**src/rtl/ccb_pkg.sv**
```systemverilog
package ccb_pkg;
  localparam int FLAG_CNT = 3;
  localparam int FLAG_P   = 0;
  localparam int FLAG_Z   = 1;
  localparam int FLAG_N   = 2;

  typedef logic [FLAG_CNT-1:0] flagVec_t;

  localparam flagVec_t FLAGS_RESET = flagVec_t'(1 << FLAG_Z);

  typedef struct packed {
    logic flagWr;
    logic benWr;
    logic dstLink;
    logic srcAlt;
  } ccbStrobe_t;
endpackage

```
**src/rtl/ccb_ctrl.sv**
```systemverilog
module ccb_ctrl
  import ccb_pkg::*;
(
  input  logic       ldFlags,
  input  logic       ldBranch,
  input  logic       dstLinkSel,
  input  logic       src1LowSel,
  output ccbStrobe_t strobe
);
  always_comb begin
    strobe         = '0;
    strobe.flagWr  = ldFlags;
    strobe.benWr   = ldBranch;
    strobe.dstLink = dstLinkSel;
    strobe.srcAlt  = src1LowSel;
  end
endmodule

```
**src/rtl/ccb_datapath.sv**
```systemverilog
module ccb_datapath
  import ccb_pkg::*;
#(
  parameter int DATA_W   = 16,
  parameter int IR_W     = 16,
  parameter int REG_W    = 3,
  parameter int COND_LSB = 9,
  parameter int DST_LSB  = 9,
  parameter int SRCB_LSB = 6
) (
  input  logic              clk,
  input  logic              rstN,
  input  logic [DATA_W-1:0] busVal,
  input  logic [IR_W-1:0]   instr,
  input  ccbStrobe_t        strobe,
  output flagVec_t          flagQ,
  output logic              benQ,
  output logic [REG_W-1:0]  dstReg,
  output logic [REG_W-1:0]  src1Reg
);
  localparam logic [REG_W-1:0] LINK_REG = '1;
  localparam int SIGN_BIT = DATA_W - 1;

  flagVec_t flagD;
  flagVec_t condMask;
  flagVec_t benTerm;
  logic     benD;
  logic     unusedInstrBits;

  assign unusedInstrBits = ^instr;

  // flag classification of the bus value
  always_comb begin
    flagD = '0;
    if (busVal[SIGN_BIT])     flagD[FLAG_N] = 1'b1;
    else if (busVal == '0)    flagD[FLAG_Z] = 1'b1;
    else                      flagD[FLAG_P] = 1'b1;
  end

  // condition bits are ordered P (lsb), Z, N to match the flag vector
  assign condMask = instr[COND_LSB +: FLAG_CNT];

  genvar gi;
  generate
    for (gi = 0; gi < FLAG_CNT; gi++) begin : gBenTerm
      assign benTerm[gi] = condMask[gi] & flagQ[gi];
    end
  endgenerate

  assign benD = |benTerm;

  always_ff @(posedge clk or negedge rstN) begin
    if (!rstN) begin
      flagQ <= FLAGS_RESET;
    end else if (strobe.flagWr) begin
      flagQ <= flagD;
    end
  end

  always_ff @(posedge clk or negedge rstN) begin
    if (!rstN) begin
      benQ <= 1'b0;
    end else if (strobe.benWr) begin
      benQ <= benD;
    end
  end

  // register specifier steering
  always_comb begin
    if (strobe.dstLink) dstReg = LINK_REG;
    else                dstReg = instr[DST_LSB +: REG_W];
  end

  always_comb begin
    if (strobe.srcAlt) src1Reg = instr[SRCB_LSB +: REG_W];
    else               src1Reg = instr[DST_LSB +: REG_W];
  end
endmodule

```
**src/rtl/ccb_unit.sv**
```systemverilog
module ccb_unit
  import ccb_pkg::*;
#(
  parameter int DATA_W   = 16,
  parameter int IR_W     = 16,
  parameter int REG_W    = 3,
  parameter int COND_LSB = 9,
  parameter int DST_LSB  = 9,
  parameter int SRCB_LSB = 6
) (
  input  logic              clk,
  input  logic              rstN,
  input  logic [DATA_W-1:0] busVal,
  input  logic [IR_W-1:0]   instr,
  input  logic              ldFlags,
  input  logic              ldBranch,
  input  logic              dstLinkSel,
  input  logic              src1LowSel,
  output logic              branchEn,
  output logic [REG_W-1:0]  dstReg,
  output logic [REG_W-1:0]  src1Reg
);
  ccbStrobe_t strobe;
  flagVec_t   flagQ;

  ccb_ctrl uCtrl (
    .ldFlags    (ldFlags),
    .ldBranch   (ldBranch),
    .dstLinkSel (dstLinkSel),
    .src1LowSel (src1LowSel),
    .strobe     (strobe)
  );

  ccb_datapath #(
    .DATA_W   (DATA_W),
    .IR_W     (IR_W),
    .REG_W    (REG_W),
    .COND_LSB (COND_LSB),
    .DST_LSB  (DST_LSB),
    .SRCB_LSB (SRCB_LSB)
  ) uDp (
    .clk     (clk),
    .rstN    (rstN),
    .busVal  (busVal),
    .instr   (instr),
    .strobe  (strobe),
    .flagQ   (flagQ),
    .benQ    (branchEn),
    .dstReg  (dstReg),
    .src1Reg (src1Reg)
  );
endmodule

```
**config.mk**
```make
export PLATFORM = sky130hd
export DESIGN_NAME = ccb_unit
export DESIGN_NICKNAME = d
export VERILOG_FILES = /design/src/rtl/ccb_pkg.sv /design/src/rtl/ccb_ctrl.sv /design/src/rtl/ccb_datapath.sv /design/src/rtl/ccb_unit.sv
export SDC_FILE = /design/constraint.sdc
export NUM_CORES = 1
export LEC_CHECK = 0
export ABC_AREA = 0
export CAP_MARGIN = 20
export CORE_MARGIN = 2
export CORE_UTILIZATION = 24
export DETAILED_ROUTE_END_ITERATION = 8
export GPL_TIMING_DRIVEN = 0
export PLACE_DENSITY = 0.82
export SETUP_SLACK_MARGIN = 0.02
export SKIP_CTS_REPAIR_TIMING = 1
export SYNTH_ARGS = -nofsm -noshare
export SYNTH_HDL_FRONTEND = slang
export SYNTH_HIERARCHICAL = 1
export SYNTH_SLANG_ARGS = --single-unit
```
**constraint.sdc**
```tcl
create_clock -name clk -period 1.8 [get_ports clk]
set_input_delay 0.36 -clock clk [delete_from_list [all_inputs] [get_ports clk]]
set_output_delay 0.36 -clock clk [all_outputs]
set_load 0.005 [all_outputs]
```
==> results of run 1 <==
## area by class of cell
cell class	count	share of cell area, %
timing repair buffer	30	47.2
multi-input combinational	19	25.7
sequential	4	15.1
buffer	4	4.46
clock buffer	4	3.90
tap	14	2.60
inverter	2	1.12
## registers in the layout, indices dropped and copies added (netlist names)
| register | cells |
|---|---|
| uDp/flagQ | 3 |
| uDp/benQ | 1 |
## Yosys cell counts
cell type / number / area, um2
nand2b_1: 1 / 6.26
a41o_1: 1 / 10.0
a222oi_1: 1 / 10.0
inv_1: 2 / 7.51
nor4_2: 4 / 50.1
mux2_2: 4 / 45.0
buf_4: 4 / 30.0
a21oi_1: 1 / 5.00
o22ai_2: 1 / 12.5
dfstp_2: 1 / 26.3
or2_2: 3 / 18.8
nand4_1: 1 / 6.26
o21ai_1: 1 / 5.00
dfrtp_1: 3 / 75.1
nor2_1: 1 / 3.75
## power by group through the flow
| stage | Sequential, uW | Combinational (uW) | Clock [uW] |
|---|---|---|---|
| floorplan | 102 | 32.5 | 0 |
| global placement | 102 | 113 | 0 |
| detailed placement | 102 | 115 | 0 |
| CTS | 101 | 115 | 130 |
| global route | 102 | 120 | 140 |
| finish | 101 | 111 | 122 |
## layer usage
layer  global-route usage (%)  vias up  share of wire [%]  wire length [um]
met1                     10.4      151                 34               308
met2                     16.9       30                 45               403
li1                         -      176                  -                 -
met3                     5.56        0                 21               193
met5                        0        -                  0                 0
met4                     15.5        0                  0                 0
## worst max path at each step
stage                from          to
6_report         instr[9]   dstReg[0]
5_1_grt         instr[11]   dstReg[2]
4_1_cts         instr[10]   dstReg[1]
3_5_place_dp    instr[10]   dstReg[1]
3_3_place_gp    instr[10]   dstReg[1]
2_1_floorplan  src1LowSel  src1Reg[0]
## stage by stage
step,instance area [um2],util [%],total power (uW),cells
after detailed placement,629,54.4,217,73
final,673,58.2,334,77
after floorplan,312,-,135,29
after CTS,656,56.7,346,77
after global routing,673,58.2,362,77
after global placement,629,54.4,215,73
## logic make-up after synthesis
group	after synthesis	share of synthesized area [%]
flip-flops	4	32.5
buffers and inverters	6	12.0
AO/OA/AOI/OAI	5	13.7
AND/OR/NAND/NOR	10	27.3
multiplexers	4	14.5
## worst max-delay path: cells and delay by family
kind	cells	cell delay, ns
buf+inv	2	0.59
simple gates	1	0.28
==> results_dict.tcl, run 1 <==
set metrics [dict create \
    setup_viol 0 \
    nNetsFinal 102 \
    pre_cts_ws_ns -0.0912 \
    min_from "ldBranch" \
    power.share.combinational_pct 33.2 \
    die_h_um 40.0 \
    dp_hpwl_um 753 \
    crit_chain "clkdlybuf4s50_1 > or2_2 > dlymetal6s2s_1" \
    wl_per_cell_um 11.7 \
    cts_tree "done" \
    syn_inst 29 \
    switchingPower_uw 71.9 \
    end_kind "primary output" \
    clock_sinks 4 \
    post-route-min-period_ns 1.59 \
    core_region_area_um2 1160 \
    die_x_um 40.0 \
    critPathArrivalTime_ns 1.23 \
    worstHoldPathCells 2 \
    tns_ns 0 \
    insertedDiodeCount 0 \
    cts_buffers 3 \
    grtUsageTotal_pct 11.6 \
    worst_skew_pair.late_latency_ns 0.24 \
    final_cell_mix "clkdlybuf4s50_1 (23), dlymetal6s2s_1 (7), buf_4 (4), mux2_2 (4), nor4_2 (4)" \
    num_vias 357 \
    start_util_pct 26.9 \
    clk_path_buf_depth 2 \
    hold_slack_ns 0.309 \
    postRouteWirelength_um 904 \
    hp-class "input port to flip-flop" \
    grt_pass1_wl_um 1150 \
    worstSetupPathType "input port to primary output" \
    rr_endpoint "uDp/benQ" \
    rows 12 \
    relSlewSlack_pct 81.2 \
    drt_iter0_drc 5 \
    seqPwrFrac_pct 30.3 \
    r2r_setup_slack_ns 0.83 \
    crit_slowest_cell "clkdlybuf4s50_1" \
    max_cap_violations 0 \
    path_clk_slew_ns 0.03 \
    drv_slew 0 \
    ys_seq_area_share_pct 32.5 \
    max_freq_ghz 0.630 \
    drive_gt1_share_pct 31.7 \
    drtAntennaViolNets 0 \
    dr.pass1.iters 4 \
    antenna_found_initial 0 \
    p_leak_uw 0.000300 \
    critPathMaxStageDelay_ns 0.44 \
    viasPerCell 4.64 \
    drc 0 \
    fill_cells 103 \
    gp_congestion 0.696 \
    grt_max_degree 5 \
    grt_pass1_vias 311 \
    min_to "uDp/benQ" \
    r2r_cells 2 \
    regArea_um2 101 \
    intPower_uw 262 \
    critPathMaxFanout 3 \
    clock_power_share_pct 36.5 \
    clock-skew-final_ns 0.00865 \
    cts_root_buf "clkbuf_4" \
    netlist_area_um2 312 \
    ys_types 15 \
    cp-start-kind "input port" \
    die_area_um2 1600 \
    syn_avg_cell_area_um2 10.7 \
    timing.rr.start "uDp/flagQ[0]" \
    synth-seq-cells 4 \
    syn_to_final_growth_pct 116 \
    layout_commonest_cell "clkdlybuf4s50_1" \
    grt-ovfl-total 0 \
    syn-num-nets 67 \
    netSwitchingFraction_pct 21.5 \
    final_hold_viol_count 0 \
    vdd_drop_max_uv 242 \
    pwr_density_cell_nw_per_um2 496 \
    multi_input_area_um2 173 \
    worst-endpoint-required_ns 1.44 \
    tightest_slew_ns 0.279 \
    ys.warnings.count 6 \
    fin_ws_ns 0.213 \
    io_buffers 30 \
    htreeDepth 1 \
    rsz0062_at_grt "false" \
    status "finished, final reports clean" \
    io_pins 45 \
    fin_crit_sh_pct 88.2 \
]
No activity file was read; power rests on OpenSTA's default activity.
==> run 2: changes to the inputs <==
GPL_ROUTABILITY_DRIVEN = 0   (was not set)
==> results of run 2 <==
Final layout, timing and power as in run 1 (identical DEF).
